--- config.mk ---
export PLATFORM = sky130hd
export DESIGN_NAME = tmr_evt_gen
export DESIGN_NICKNAME = d
export VERILOG_FILES = /design/src/rtl/tmr_evt_pkg.sv /design/src/rtl/tmr_edge_qual.sv /design/src/rtl/tmr_prescaler.sv /design/src/rtl/tmr_evt_gen.sv
export SDC_FILE = /design/constraint.sdc
export NUM_CORES = 1
export LEC_CHECK = 0
export BUFFER_PORTS_ARGS = -buffer_cell sky130_fd_sc_hd__buf_2
export CORE_AREA = 3 3 40 42
export CTS_CLUSTER_SIZE = 40
export DETAILED_ROUTE_END_ITERATION = 8
export DIE_AREA = 0 0 43 45
export PLACE_DENSITY = 0.57
export SETUP_SLACK_MARGIN = 0.05
export SYNTH_ARGS = -nofsm -noshare
export SYNTH_HDL_FRONTEND = slang
export SYNTH_SLANG_ARGS = --single-unit
--- constraint.sdc ---
create_clock -name clk -period 3.8 [get_ports clk]
set_input_delay 0.76 -clock clk [delete_from_list [all_inputs] [get_ports clk]]
set_output_delay 0.76 -clock clk [all_outputs]
set_load 0.02 [all_outputs]
--- src/rtl/tmr_evt_pkg.sv ---
package tmr_evt_pkg;
  localparam int PSC_SEL_W = 2;

  typedef enum logic [PSC_SEL_W-1:0] {
    PSC_DIV1 = 2'b00,
    PSC_DIV2 = 2'b01,
    PSC_DIV4 = 2'b10,
    PSC_DIV8 = 2'b11
  } psc_e;

  // terminal count (division minus one) for a prescale code
  function automatic logic [3:0] psc_last(input logic [PSC_SEL_W-1:0] sel);
    return 4'((1 << sel) - 1);
  endfunction
endpackage

--- src/rtl/tmr_edge_qual.sv ---
module tmr_edge_qual #(
  parameter int SYNC_STAGES = 2
) (
  input  logic clk,
  input  logic rst,
  input  logic en,
  input  logic src_ext,
  input  logic bypass,
  input  logic pin,
  output logic rise_o
);
  logic [SYNC_STAGES-1:0] sync_q;
  logic smp, prev_q, armed_q, src_q, fall;

  genvar g;
  generate
    for (g = 0; g < SYNC_STAGES; g++) begin : g_sync
      if (g == 0) begin : g_first
        always_ff @(posedge clk) begin
          if (rst) sync_q[0] <= 1'b0;
          else     sync_q[0] <= pin;
        end
      end else begin : g_next
        always_ff @(posedge clk) begin
          if (rst) sync_q[g] <= 1'b0;
          else     sync_q[g] <= sync_q[g-1];
        end
      end
    end
  endgenerate

  assign smp    = bypass ? pin : sync_q[SYNC_STAGES-1];
  assign fall   = prev_q & ~smp;
  assign rise_o = ~prev_q & smp & armed_q;

  always_ff @(posedge clk) begin
    if (rst) begin
      prev_q  <= 1'b0;
      armed_q <= 1'b0;
      src_q   <= 1'b0;
    end else begin
      prev_q <= smp;
      src_q  <= src_ext;
      if (!en || (src_ext != src_q)) armed_q <= 1'b0;
      else if (fall)                 armed_q <= 1'b1;
    end
  end

  // disabling the block leaves the qualifier cleared
  p_disarm_off_r7: assert property (@(posedge clk) disable iff (rst)
    !en |=> !armed_q);
  // a source change leaves the qualifier cleared
  p_disarm_src_r7: assert property (@(posedge clk) disable iff (rst)
    (src_ext != $past(src_ext)) |=> !armed_q);
endmodule

--- src/rtl/tmr_prescaler.sv ---
module tmr_prescaler
  import tmr_evt_pkg::*;
#(
  parameter int CNT_W = 3
) (
  input  logic                 clk,
  input  logic                 rst,
  input  logic                 clr,
  input  logic                 ev,
  input  logic [PSC_SEL_W-1:0] sel,
  output logic                 tick_o
);
  logic [CNT_W-1:0] cnt_q;
  logic [3:0]       last;
  logic             wrap;

  assign last = psc_last(sel);
  assign wrap = ({{(4 > CNT_W ? 4 - CNT_W : 0){1'b0}}, cnt_q} >= last);

  always_ff @(posedge clk) begin
    if (rst) begin
      cnt_q  <= '0;
      tick_o <= 1'b0;
    end else begin
      tick_o <= 1'b0;
      if (clr) begin
        cnt_q <= '0;
      end else if (ev) begin
        if (wrap) begin
          cnt_q  <= '0;
          tick_o <= 1'b1;
        end else begin
          cnt_q <= cnt_q + 1'b1;
        end
      end
    end
  end

  // a clear cycle never produces a pulse
  p_clr_r5: assert property (@(posedge clk) disable iff (rst)
    clr |=> !tick_o);
  // 1:1 passes every event
  p_div1_r4: assert property (@(posedge clk) disable iff (rst)
    (ev && !clr && sel == PSC_DIV1) |=> tick_o);
endmodule

--- src/rtl/tmr_evt_gen.sv ---
module tmr_evt_gen
  import tmr_evt_pkg::*;
#(
  parameter int SYNC_STAGES = 2,
  parameter int CNT_W       = 3
) (
  input  logic                 clk,
  input  logic                 rst,
  input  logic                 run_en,
  input  logic                 src_ext,
  input  logic                 sync_bypass,
  input  logic [PSC_SEL_W-1:0] psc_sel,
  input  logic                 ext_clk_in,
  input  logic                 int_tick,
  input  logic                 psc_clr,
  output logic                 inc_pulse
);
  logic ext_rise, ev;

  tmr_edge_qual #(.SYNC_STAGES(SYNC_STAGES)) u_qual (
    .clk    (clk),
    .rst    (rst),
    .en     (run_en),
    .src_ext(src_ext),
    .bypass (sync_bypass),
    .pin    (ext_clk_in),
    .rise_o (ext_rise)
  );

  assign ev = run_en & (src_ext ? ext_rise : int_tick);

  tmr_prescaler #(.CNT_W(CNT_W)) u_psc (
    .clk   (clk),
    .rst   (rst),
    .clr   (psc_clr),
    .ev    (ev),
    .sel   (psc_sel),
    .tick_o(inc_pulse)
  );

  // stopped means no pulse
  p_no_run_r6: assert property (@(posedge clk) disable iff (rst)
    !run_en |=> !inc_pulse);
  // internal tick at 1:1 yields a pulse next cycle
  p_int_tick_r1: assert property (@(posedge clk) disable iff (rst)
    (run_en && !src_ext && int_tick && !psc_clr && psc_sel == PSC_DIV1) |=> inc_pulse);
endmodule

==> results of run 1 <==
worst min-delay path by stage:
stage               cells past startpoint                to              from
finish                                  1  u_qual.sync_q[1]  u_qual.sync_q[0]
global route                            1  u_qual.sync_q[1]  u_qual.sync_q[0]
CTS                                     1  u_qual.sync_q[1]  u_qual.sync_q[0]
detailed placement                      1  u_qual.sync_q[1]  u_qual.sync_q[0]
global placement                        1  u_qual.sync_q[1]  u_qual.sync_q[0]
floorplan                               1  u_qual.sync_q[1]  u_qual.sync_q[0]
area by class of cell:
class                           instances  area share
Multi-Input combinational cell         35       0.473
Sequential cell                         9       0.336
Timing Repair Buffer                   10      0.0932
Clock buffer                            4      0.0490
Tap cell                               15      0.0350
Inverter                                2      0.0140
metrics by stage:
stage / hold slack, ns / util / cell area, µm² / power, mW / setup WS, ns
after floorplan: 0.414 / - / 442 / 0.112 / 2.00
after global placement: 0.419 / 0.397 / 510 / 0.120 / 1.82
after detailed placement: 0.444 / 0.397 / 510 / 0.120 / 1.81
after CTS: 0.456 / 0.418 / 537 / 0.194 / 2.09
after global routing: 0.472 / 0.418 / 537 / 0.203 / 1.93
final: 0.447 / 0.418 / 537 / 0.189 / 2.09
placed cells by master (no fill, tap or decap):
cell / count
xor2_1: 1
nand4b_1: 1
nor2b_1: 5
a21oi_1: 2
nand2_1: 3
nand3b_1: 1
or2_1: 1
nor2_1: 2
inv_1: 2
o21ai_0: 1
clkbuf_1: 1
nor4b_2: 1
o21a_1: 2
and3_1: 1
clkbuf_4: 3
mux2i_2: 1
o21ai_1: 1
a21boi_1: 2
nand3_1: 2
nand2b_1: 2
o21ai_2: 1
nand4_1: 1
ha_1: 4
buf_2: 10
dfxtp_1: 9
metal layers:
metal | GRT usage | vias up | share of wire
met5 | 0 | - | 0
met4 | 0.0723 | 0 | 0.011
met3 | 0.0359 | 2 | 0.065
met2 | 0.162 | 10 | 0.45
met1 | 0.111 | 156 | 0.47
li1 | - | 189 | -
registers in the layout, summed over array words and instances, names as in the netlist:
| signal | cells |
|---|---|
| u_qual.armed_q | 1 |
| u_qual.prev_q | 1 |
| u_qual.sync_q | 2 |
| u_qual.src_q | 1 |
| u_psc.tick_o | 1 |
| u_psc.cnt_q | 3 |
logic make-up after synthesis:
kind of cell	count (synthesis)	share of synthesized area
DFF	9	0.408
adders and majority gates	4	0.113
and+or+nand+nor	20	0.278
xor gates and xnor gates	1	0.0198
AOI/OAI and AO/OA	9	0.133
buffers and inverters	2	0.0170
muxes	1	0.0312
worst max-delay path, delay by kind of cell:
family                   cells  cell delay, ns
buffers and inverters        1            0.10
AO/OA/AOI/OAI                2            0.33
AND/OR/NAND/NOR              3            0.43
adder cells (fa/ha/maj)      1            0.27
power breakdown:
part | internal (mW) | switching [mW] | total, mW | leakage (nW)
combinational | 0.0101 | 0.00996 | 0.0201 | 0.144
sequential | 0.0969 | 0.000997 | 0.0979 | 0.0735
clock | 0.0403 | 0.0305 | 0.0707 | 0.0150
total | 0.147 | 0.0414 | 0.189 | 0.232
==> metrics.md, run 1 <==
| Metric | Value |
|---|---|
| Wirelength per Cell | 9.40 µm |
| Routability cong. | about 0.66 |
| Worst Setup SP | psc_sel[0] |
| Mapped cell area | approximately 440 µm² |
| Die width | 43 µm |
| Clk buf depth | 2 |
| Top cells by area, synth | dfxtp_1, ha_1, nor2b_1 |
| Worst setup path endpoint | u_psc.cnt_q[1] |
| Number of enable flip-flop cells after synthesis | 0 |
| Final wirelength | 705 µm |
| DRT iter0 DRCs | 1 |
| Mean Syn Cell Area | slightly below 10 µm² |
| Antenna violations before repair | 0 |
| Grt ovf | 0 |
| Row cnt | 13 |
| Max stage delay on crit path | between 0.2 and 0.3 ns |
| Worst-path maximum fanout | 3 |
| Initial Util | 0.344 |
| Clock Pin Slew Worst Setup and Hold Paths | roughly 0.060 ns |
| Root buf cell | clkbuf_4 |
| Least-Margin Pin Slew | 0.248 ns |
| I/O Buffers | 10 |
| Register area | 180 µm² |
| Status | completed |
| H-tree depth | 1 |
| Final Hold Vio Count | 0 |
| WP data arrival | ~1.9 ns |
| Top cell type's share of synthesized area | 0.408 |
| Crit end category | register |
| Antenna Cells | 0 |
| Most frequent cells after synthesis | dfxtp_1, nor2b_1, ha_1 |
| Nets | 75 |
| Via Count | ~360 |
| Slowest library cell on the worst path | ha_1 |
| CP Launch Type | input port |
| Io pins | 11 |
| Multi-input gate area | roughly 250 µm² |
| CP required | 3.98 ns |
| Die Area | 1940 µm² |
| CTS-repair resized insts | 0 |
| First-pass GRT wire length | between 1000 and 1500 µm |
| Post-DP HPWL | 570 µm |
| Most common cell in the netlist | dfxtp_1 |
| Worst reg-to-reg setup slack | 2.48 ns |
| CTS tree | built |
| Cell count after synthesis | between 40 and 50 |
| Hold Buf Count CTS | 0 |
| DRT Pass-1 Iters | 2 |
| Num CTS Buffers | 3 |
| Unrepaired setup endpoints after global routing | no |
| Dominant cell type by area after synthesis | dfxtp_1 |
| Power Density | 352 nW/µm² |
| Largest net degree at the start of global routing | 8 |
| Clock skew | 0.00284 ns |
| Critical R2R Launch | u_psc.cnt_q[0] |
| GRT Overall Usage | 0.101 |
| Slew Viols, Final | 0 |
| Dpl cells | 71 |
| Postcts setup bufs | 0 |
| Main synth FF type | dfxtp_1 |
| R2R Path End | u_psc.cnt_q[1] |
| Layout cells sized above 1 | 0.267 |
| # DRC | 0 |
| TNS Setup | 0 ns |
| Final setup vio count | 0 |
| Post-layout instance count excluding filler cells | 75 |
| Critical path class | in2reg |
| Die Y-Extent | 45 µm |
| IR drop worst, VDD | 0.159 mV |
| Area Overhead vs Synth | 21.5% |
| Fmax | 585 MHz |
| Syn nets | 60 |
| Hold Crit Class | reg2reg |
| Leakage power | 0.232 nW |
| Reg2Reg Depth | 6 |
| Sequential share of the synthesized area | 0.408 |
| Period utilisation layout | 0.450 |
| Unique masters post-synth | 22 |
| Clock Latency Late Sink | between 0.2 and 0.3 ns |
| Yosys Warn Count | 0 |
| Detail Route Antenna Nets | 0 |
| CTS sink count | 9 |
| Core area | about 1300 µm² |
| Share of flip-flops with an asynchronous set or reset | 0 |
| Crit path cell chain | buf_2 > or2_1 > ha_1 > nor2b_1 > o21a_1 > nand3_1 > a21boi_1 |
| Register bit total from synthesis | 9 |
| Via/cell ratio | 4.76 |
| Tmin final | 1.71 ns |
| Rel. slew slack | 0.832 |
| Vias in the first global route | 365 |
| Fill cells | 136 |
| Maxcap violations | 0 |
No activity file was read; power rests on OpenSTA's default activity.
==> run 2: changes to the inputs <==
==> constraint.sdc (replaced) <==
create_clock -name clk -period 1.7 [get_ports clk]
set_input_delay 0.34 -clock clk [delete_from_list [all_inputs] [get_ports clk]]
set_output_delay 0.34 -clock clk [all_outputs]
set_load 0.02 [all_outputs]
==> run 2 against run 1 <==
First-iteration DRC count down 100%. Critical path depth down 1. Die area unchanged. Sequential power up 120%. Sequential share of layout area unchanged. Register-to-register slack worse by 2.1 ns. Non-clock buffer count unchanged. Final cell count unchanged. Routed wire length up 5.1%. Largest cell class unchanged. Highest routed layer unchanged.
==> metrics.md, run 2 (synthesis gave the netlist of run 1 again) <==
| Metric | Value |
|---|---|
| Hold EP | u_qual.sync_q[0] |
| Slowest library cell on the worst path | dfxtp_1 |
| CTS sink count | 9 (unchanged) |
| GRT Overall Usage | 0.0933 (-0.00758) |
| Fill cells | 128 (-5.9%) |
| Via/cell ratio | 4.84 (+1.7%) |
| H-tree depth | 1 (unchanged) |
| Hold path cells | 2 (+1) |
| Die width | 43 µm (unchanged) |
| DRT iter0 DRCs | 0 (-1) |
| Die Y-Extent | 45 µm (unchanged) |
| Worst Setup SP | u_psc.cnt_q[0] |
| I/O Buffers | 10 (unchanged) |
| Clock Latency Late Sink | 0.25 ns (about the same) |
| First-pass GRT wire length | 1300 µm (-7.3%) |
| Most frequent cells in the layout | buf_2, dfxtp_1, nor2b_1 |
| Least-Margin Pin Slew | 0.298 ns (+0.0509 ns) |
| Layout cells sized above 1 | 0.267 (unchanged) |
| Crit end category | register |
| Max FFs per register | 3 (unchanged) |
| Antenna violations before repair | 0 (unchanged) |
| Via Count | 363 (+1.7%) |
| Wirelength per Cell | 9.88 µm (+5.1%) |
| Largest net degree at the start of global routing | 8 (unchanged) |
| Clock Pin Slew Worst Setup and Hold Paths | 0.06 ns (about the same) |
| Maxcap violations | 0 (unchanged) |
| Top Layer Used | met4 |
| Detail Route Antenna Nets | 0 (unchanged) |
| Initial Util | 0.344 (unchanged) |
| Final setup vio count | 0 (unchanged) |
| Tmin final | 1.33 ns |
| Row cnt | 13 (unchanged) |
| Core area | 1280 µm² (unchanged) |
| Post-DP HPWL | 578 µm (+1.4%) |
| Post-layout instance count excluding filler cells | 75 (unchanged) |
| DRT Pass-1 Iters | 1 (-1) |
| Clock skew | 0.00724 ns (+0.00440 ns) |
| Metal2 WL | 343 µm (+8.9%) |
| Root buf cell | clkbuf_4 |
| Setup ws final | 0.368 ns (-1.72 ns) |
| IR drop worst, VDD | 0.343 mV (+120%) |
| Area Overhead vs Synth | 21.5% (unchanged) |
| Period utilisation layout | 0.784 |
| Reg2Reg Depth | 6 (unchanged) |
| Grt ovf | 0 (unchanged) |
| CTS-repair resized insts | 0 (unchanged) |
| WP data arrival | 1.52 ns (-0.37 ns) |
| Nets | 75 (unchanged) |
| R2R Path End | u_psc.cnt_q[2] |
| Reg with most FFs | u_psc.cnt_q |
| Fmax | around 750 MHz |
| Hold Crit Class | in2reg |
| Antenna Cells | 0 (unchanged) |
| Hold slack | 0.324 ns (-0.123 ns) |
| Routability cong. | 0.666 (+1.2%) |
| Critical path class | reg2reg |
| CTS tree | built |
| Rel. slew slack | 0.800 (-0.0314) |
| Clk buf depth | 2 (unchanged) |
| Top flop regs | u_psc.cnt_q x3, u_qual.sync_q x2 |
| Final wirelength | 741 µm (+5.1%) |
| Worst-path maximum fanout | 3 (unchanged) |
| Crit path cell chain | inv_1 > ha_1 > nor2b_1 > o21ai_0 > o21a_1 > o21ai_1 |
| CP required | 1.89 ns (-2.09 ns) |
| CP Launch Type | register |
| Die Area | 1940 µm² (unchanged) |
| Dpl cells | 71 (unchanged) |
| Max stage delay on crit path | 0.35 ns (+0.08 ns) |
| Most common cell after layout, fill and taps aside | buf_2 |
| Vias in the first global route | 314 (-14%) |
| Worst reg-to-reg setup slack | 0.37 ns (-2.11 ns) |
| Met3 WL | 43 µm (-6.5%) |
| Power Density | 788 nW/µm² (+120%) |
| Placement Setup Slack | 0.103 ns (-1.71 ns) |
| Slew Viols, Final | 0 (unchanged) |
| Leakage power | 0.232 nW (unchanged) |
| TNS Setup | 0 ns (unchanged) |
| # DRC | 0 (unchanged) |
| Status | completed |
| Met1 Routed Length | 345 µm (+3.3%) |
| Final Hold Vio Count | 0 (unchanged) |
| Postcts setup bufs | 0 (unchanged) |
| Hold Buf Count CTS | 0 (unchanged) |
| Critical R2R Launch | u_psc.cnt_q[0] |
| Hold Path Origin | rst |
| Io pins | 11 (unchanged) |
| Unrepaired setup endpoints after global routing | no |
| Num CTS Buffers | 3 (unchanged) |
==> run 2: how the worst max path moves through the flow <==
stage,to,cells past startpoint
2_1_floorplan,u_psc.cnt_q[2],6
6_report,u_psc.cnt_q[2],6
5_1_grt,u_psc.cnt_q[1],6
3_5_place_dp,u_psc.cnt_q[2],7
3_3_place_gp,u_psc.cnt_q[2],7
4_1_cts,u_psc.cnt_q[2],6
==> run 2: report_power, final <==
group	switching (mW)	leakage (nW)	total, mW	internal, mW
sequential	0.00216	0.0735	0.219	0.217
clock	0.0689	0.0150	0.159	0.0901
combinational	0.0227	0.144	0.0453	0.0226
total	0.0938	0.232	0.423	0.329
==> run 2: final cells by class <==
cell class / count / area (µm²) / area share
Clock buffer: 4 / 26.3 / 0.0490
Timing Repair Buffer: 10 / 50.0 / 0.0932
Inverter: 2 / 7.51 / 0.0140
Tap cell: 15 / 18.8 / 0.0350
Multi-Input combinational cell: 35 / 254 / 0.473
Sequential cell: 9 / 180 / 0.336
==> run 2: per-layer routing <==
metal / track usage / up-vias
met5: 0 / -
met4: 0.0904 / 0
met3: 0.0239 / 2
met2: 0.135 / 8
met1: 0.111 / 160
li1: - / 193
==> run 2: critical path, delay by kind of cell (launching register included) <==
kind / cells / cell delay (ns)
compound gates: 3 / 0.42
fa+ha+maj: 1 / 0.28
buf+inv: 1 / 0.07
flops: 1 / 0.35
simple gates: 1 / 0.15
==> run 2: through the flow <==
step                      total power [mW]  utilization  cell area, µm²
final                                0.423        0.418             537
after global routing                 0.447        0.418             537
after CTS                            0.432        0.418             537
after detailed placement             0.270        0.397             510
after global placement               0.269        0.397             510
after floorplan                      0.250            -             442
==> run 3: changes to the inputs <==
==> constraint.sdc (replaced) <==
create_clock -name clk -period 1.35 [get_ports clk]
set_input_delay 0.27 -clock clk [delete_from_list [all_inputs] [get_ports clk]]
set_output_delay 0.27 -clock clk [all_outputs]
set_load 0.02 [all_outputs]
==> run 3 against run 2 <==
First-iteration DRC count is 5 higher. Sequential power is 26% higher. Final cell count is 2.7% higher. Routed wire length is 3.4% higher. Total power is 28% higher. Clock power is 24% higher. Non-clock buffer count is 2 higher. Highest routed layer unchanged. Global-route usage is 0.14 points lower.
==> metrics.md, run 3 (synthesis gave the netlist of run 1 again) <==
| Metric | Value |
|---|---|
| Finished Cell Area | 584 µm² (+8.9%) |
| Max FFs per register | 3 (unchanged) |
| Worst reg-to-reg setup slack | 0.15 ns (-0.22 ns) |
| Period utilisation layout | 0.889 (+0.105) |
| WP data arrival | 1.38 ns (-0.14 ns) |
| Setup ws final | 0.150 ns (-0.217 ns) |
| Leakage power | 0.247 nW (+6.3%) |
| Most common cell after layout, fill and taps aside | buf_2 |
| GRT Overall Usage | 0.0919 (-0.00144) |
| Register area | 181 µm² (+0.69%) |
| Grt met1 use | 0.0925 (-0.0187) |
| Largest net degree at the start of global routing | 8 (unchanged) |
| Clock Latency Late Sink | 0.25 ns (about the same) |
| Wirelength per Cell | 9.95 µm (+0.69%) |
| Status | completed |
| Num CTS Buffers | 3 (unchanged) |
| Hold slack | 0.259 ns (-0.0647 ns) |
| First-pass GRT wire length | 1280 µm (-2.1%) |
| Initial Util | 0.344 (unchanged) |
| Top flop regs | u_psc.cnt_q x3, u_qual.sync_q x2 |
| Clock skew | 0.000902 ns (-0.00634 ns) |
| Dpl cell area | 526 µm² (+2.9%) |
| Routability cong. | 0.673 (+1.0%) |
| Unrepaired setup endpoints after global routing | no |
| Power Density | 924 nW/µm² (+17%) |
| Placement Setup Slack | -0.151 ns (-0.254 ns) |
| Clock Pin Slew Worst Setup and Hold Paths | 0.06 ns (about the same) |
| Nets | 77 (+2.7%) |
| Root buf cell | clkbuf_4 |
| Die width | 43 µm (unchanged) |
| Via/cell ratio | 4.78 (-1.3%) |
| Final Hold Vio Count | 0 (unchanged) |
| CTS sink count | 9 (unchanged) |
| Grt ovf | 0 (unchanged) |
| Dpl cells | 73 (+2.8%) |
| Hold Crit Class | in2reg |
| Maxcap violations | 0 (unchanged) |
| Post-layout instance count excluding filler cells | 77 (+2.7%) |
| Fmax | 834 MHz (+11%) |
| Die Y-Extent | 45 µm (unchanged) |
| Slew Viols, Final | 0 (unchanged) |
| Row cnt | 13 (unchanged) |
| Total power | 540 µW (+28%) |
| Clk buf depth | 2 (unchanged) |
| Most frequent cells in the layout | buf_2, dfxtp_1, nor2b_1 |
| Antenna Cells | 0 (unchanged) |
| Worst-path maximum fanout | 3 (unchanged) |
| GRT Max-Usage Layer | met2 |
| Post-DP HPWL | 579 µm (+0.12%) |
| Core Util, Final | 0.455 (+0.0370) |
| Fill cells | 145 (+13%) |
| Final wirelength | 766 µm (+3.4%) |
| Met3 usage | 0.0398 (+0.0159) |
| CTS tree | built |
| # DRC | 0 (unchanged) |
| DRT Pass-1 Iters | 3 (+2) |
| Crit path cell chain | ha_4 > a21oi_2 > o21a_1 > nand3_1 > a21boi_1 |
| Core area | 1280 µm² (unchanged) |
| Area Overhead vs Synth | 32.3% |
| Multi-input gate area | 285 µm² (+12%) |
| Final setup vio count | 0 (unchanged) |
| Rel. slew slack | 0.799 (-0.00149) |
| DRT iter0 DRCs | 5 (+5) |
| Crit end category | register |
| Vias in the first global route | 352 (+12%) |
| Antenna violations before repair | 0 (unchanged) |
| CP Launch Type | register |
| Least-Margin Pin Slew | 0.301 ns (+0.00222 ns) |
| Layout cells sized above 1 | 0.371 (+0.104) |
| H-tree depth | 1 (unchanged) |
| Tmin final | 1.20 ns (-0.133 ns) |
| Postcts setup bufs | 0 (unchanged) |
| GR met2 Demand/Resource | 0.150 (+0.0150) |
| Detail Route Antenna Nets | 0 (unchanged) |
| Critical path class | reg2reg |
| I/O Buffers | 10 (unchanged) |
| Slowest library cell on the worst path | dfxtp_1 |
| CP required | 1.53 ns (-0.36 ns) |
| IR drop worst, VDD | 0.440 mV (+28%) |
| Reg with most FFs | u_psc.cnt_q |
| Max stage delay on crit path | 0.38 ns (+0.03 ns) |
| Via Count | 368 (+1.4%) |
| Die Area | 1940 µm² (unchanged) |
| Io pins | 11 (unchanged) |
| TNS Setup | 0 ns (unchanged) |
run 3: cell count changes in the layout (fill, tap and decap cells not counted):
| cell | delta |
|---|---|
| a21oi_1 | -1 |
| a21oi_2 | +1 |
| buf_4 | +2 |
| dfxtp_1 | -1 |
| dfxtp_2 | +1 |
| ha_1 | -2 |
| ha_4 | +2 |
| nor2b_1 | -1 |
| nor2b_2 | +1 |
| o21ai_0 | -1 |
| o21ai_1 | +1 |
run 3: timing repair:
action	CTS	global route
setup endpoints to repair	1	4
pin swaps	1	5
hold buffers	0	0
resized for setup	0	5
run 3: metal layers:
metal | vias up | share of wire
met3 | 2 | 0.054
met1 | 164 | 0.43
met2 | 9 | 0.50
li1 | 193 | -
met4 | 0 | 0.018
met5 | - | 0
run 3: critical path: cells and delay by family, from the launching register on:
family,cells,cell delay [ns]
flip-flops,1,0.38
adder cells (fa/ha/maj),1,0.22
AND/OR/NAND/NOR,1,0.08
AO/OA/AOI/OAI,3,0.43
run 3: where the power goes:
group | internal (mW) | switching, mW
combinational | 0.0353 | 0.0324
clock | 0.113 | 0.0833
sequential | 0.273 | 0.00257
total | 0.422 | 0.118
run 3: layout make-up:
type                       instances  area share
multi-input combinational         35       0.488
tap                               15      0.0321
timing repair buffer              12       0.111
sequential                         9       0.310
clock buffer                       4      0.0450
inverter                           2      0.0128
run 3: path summary, 6_finish.rpt:
check                                        end             start  depth (start not counted)
worst max-delay path              u_psc.cnt_q[0]    u_psc.cnt_q[2]                          5
worst min-delay path            u_qual.sync_q[0]               rst                          2
worst max register to register    u_psc.cnt_q[0]    u_psc.cnt_q[2]                          5
worst min register to register  u_qual.sync_q[1]  u_qual.sync_q[0]                          1
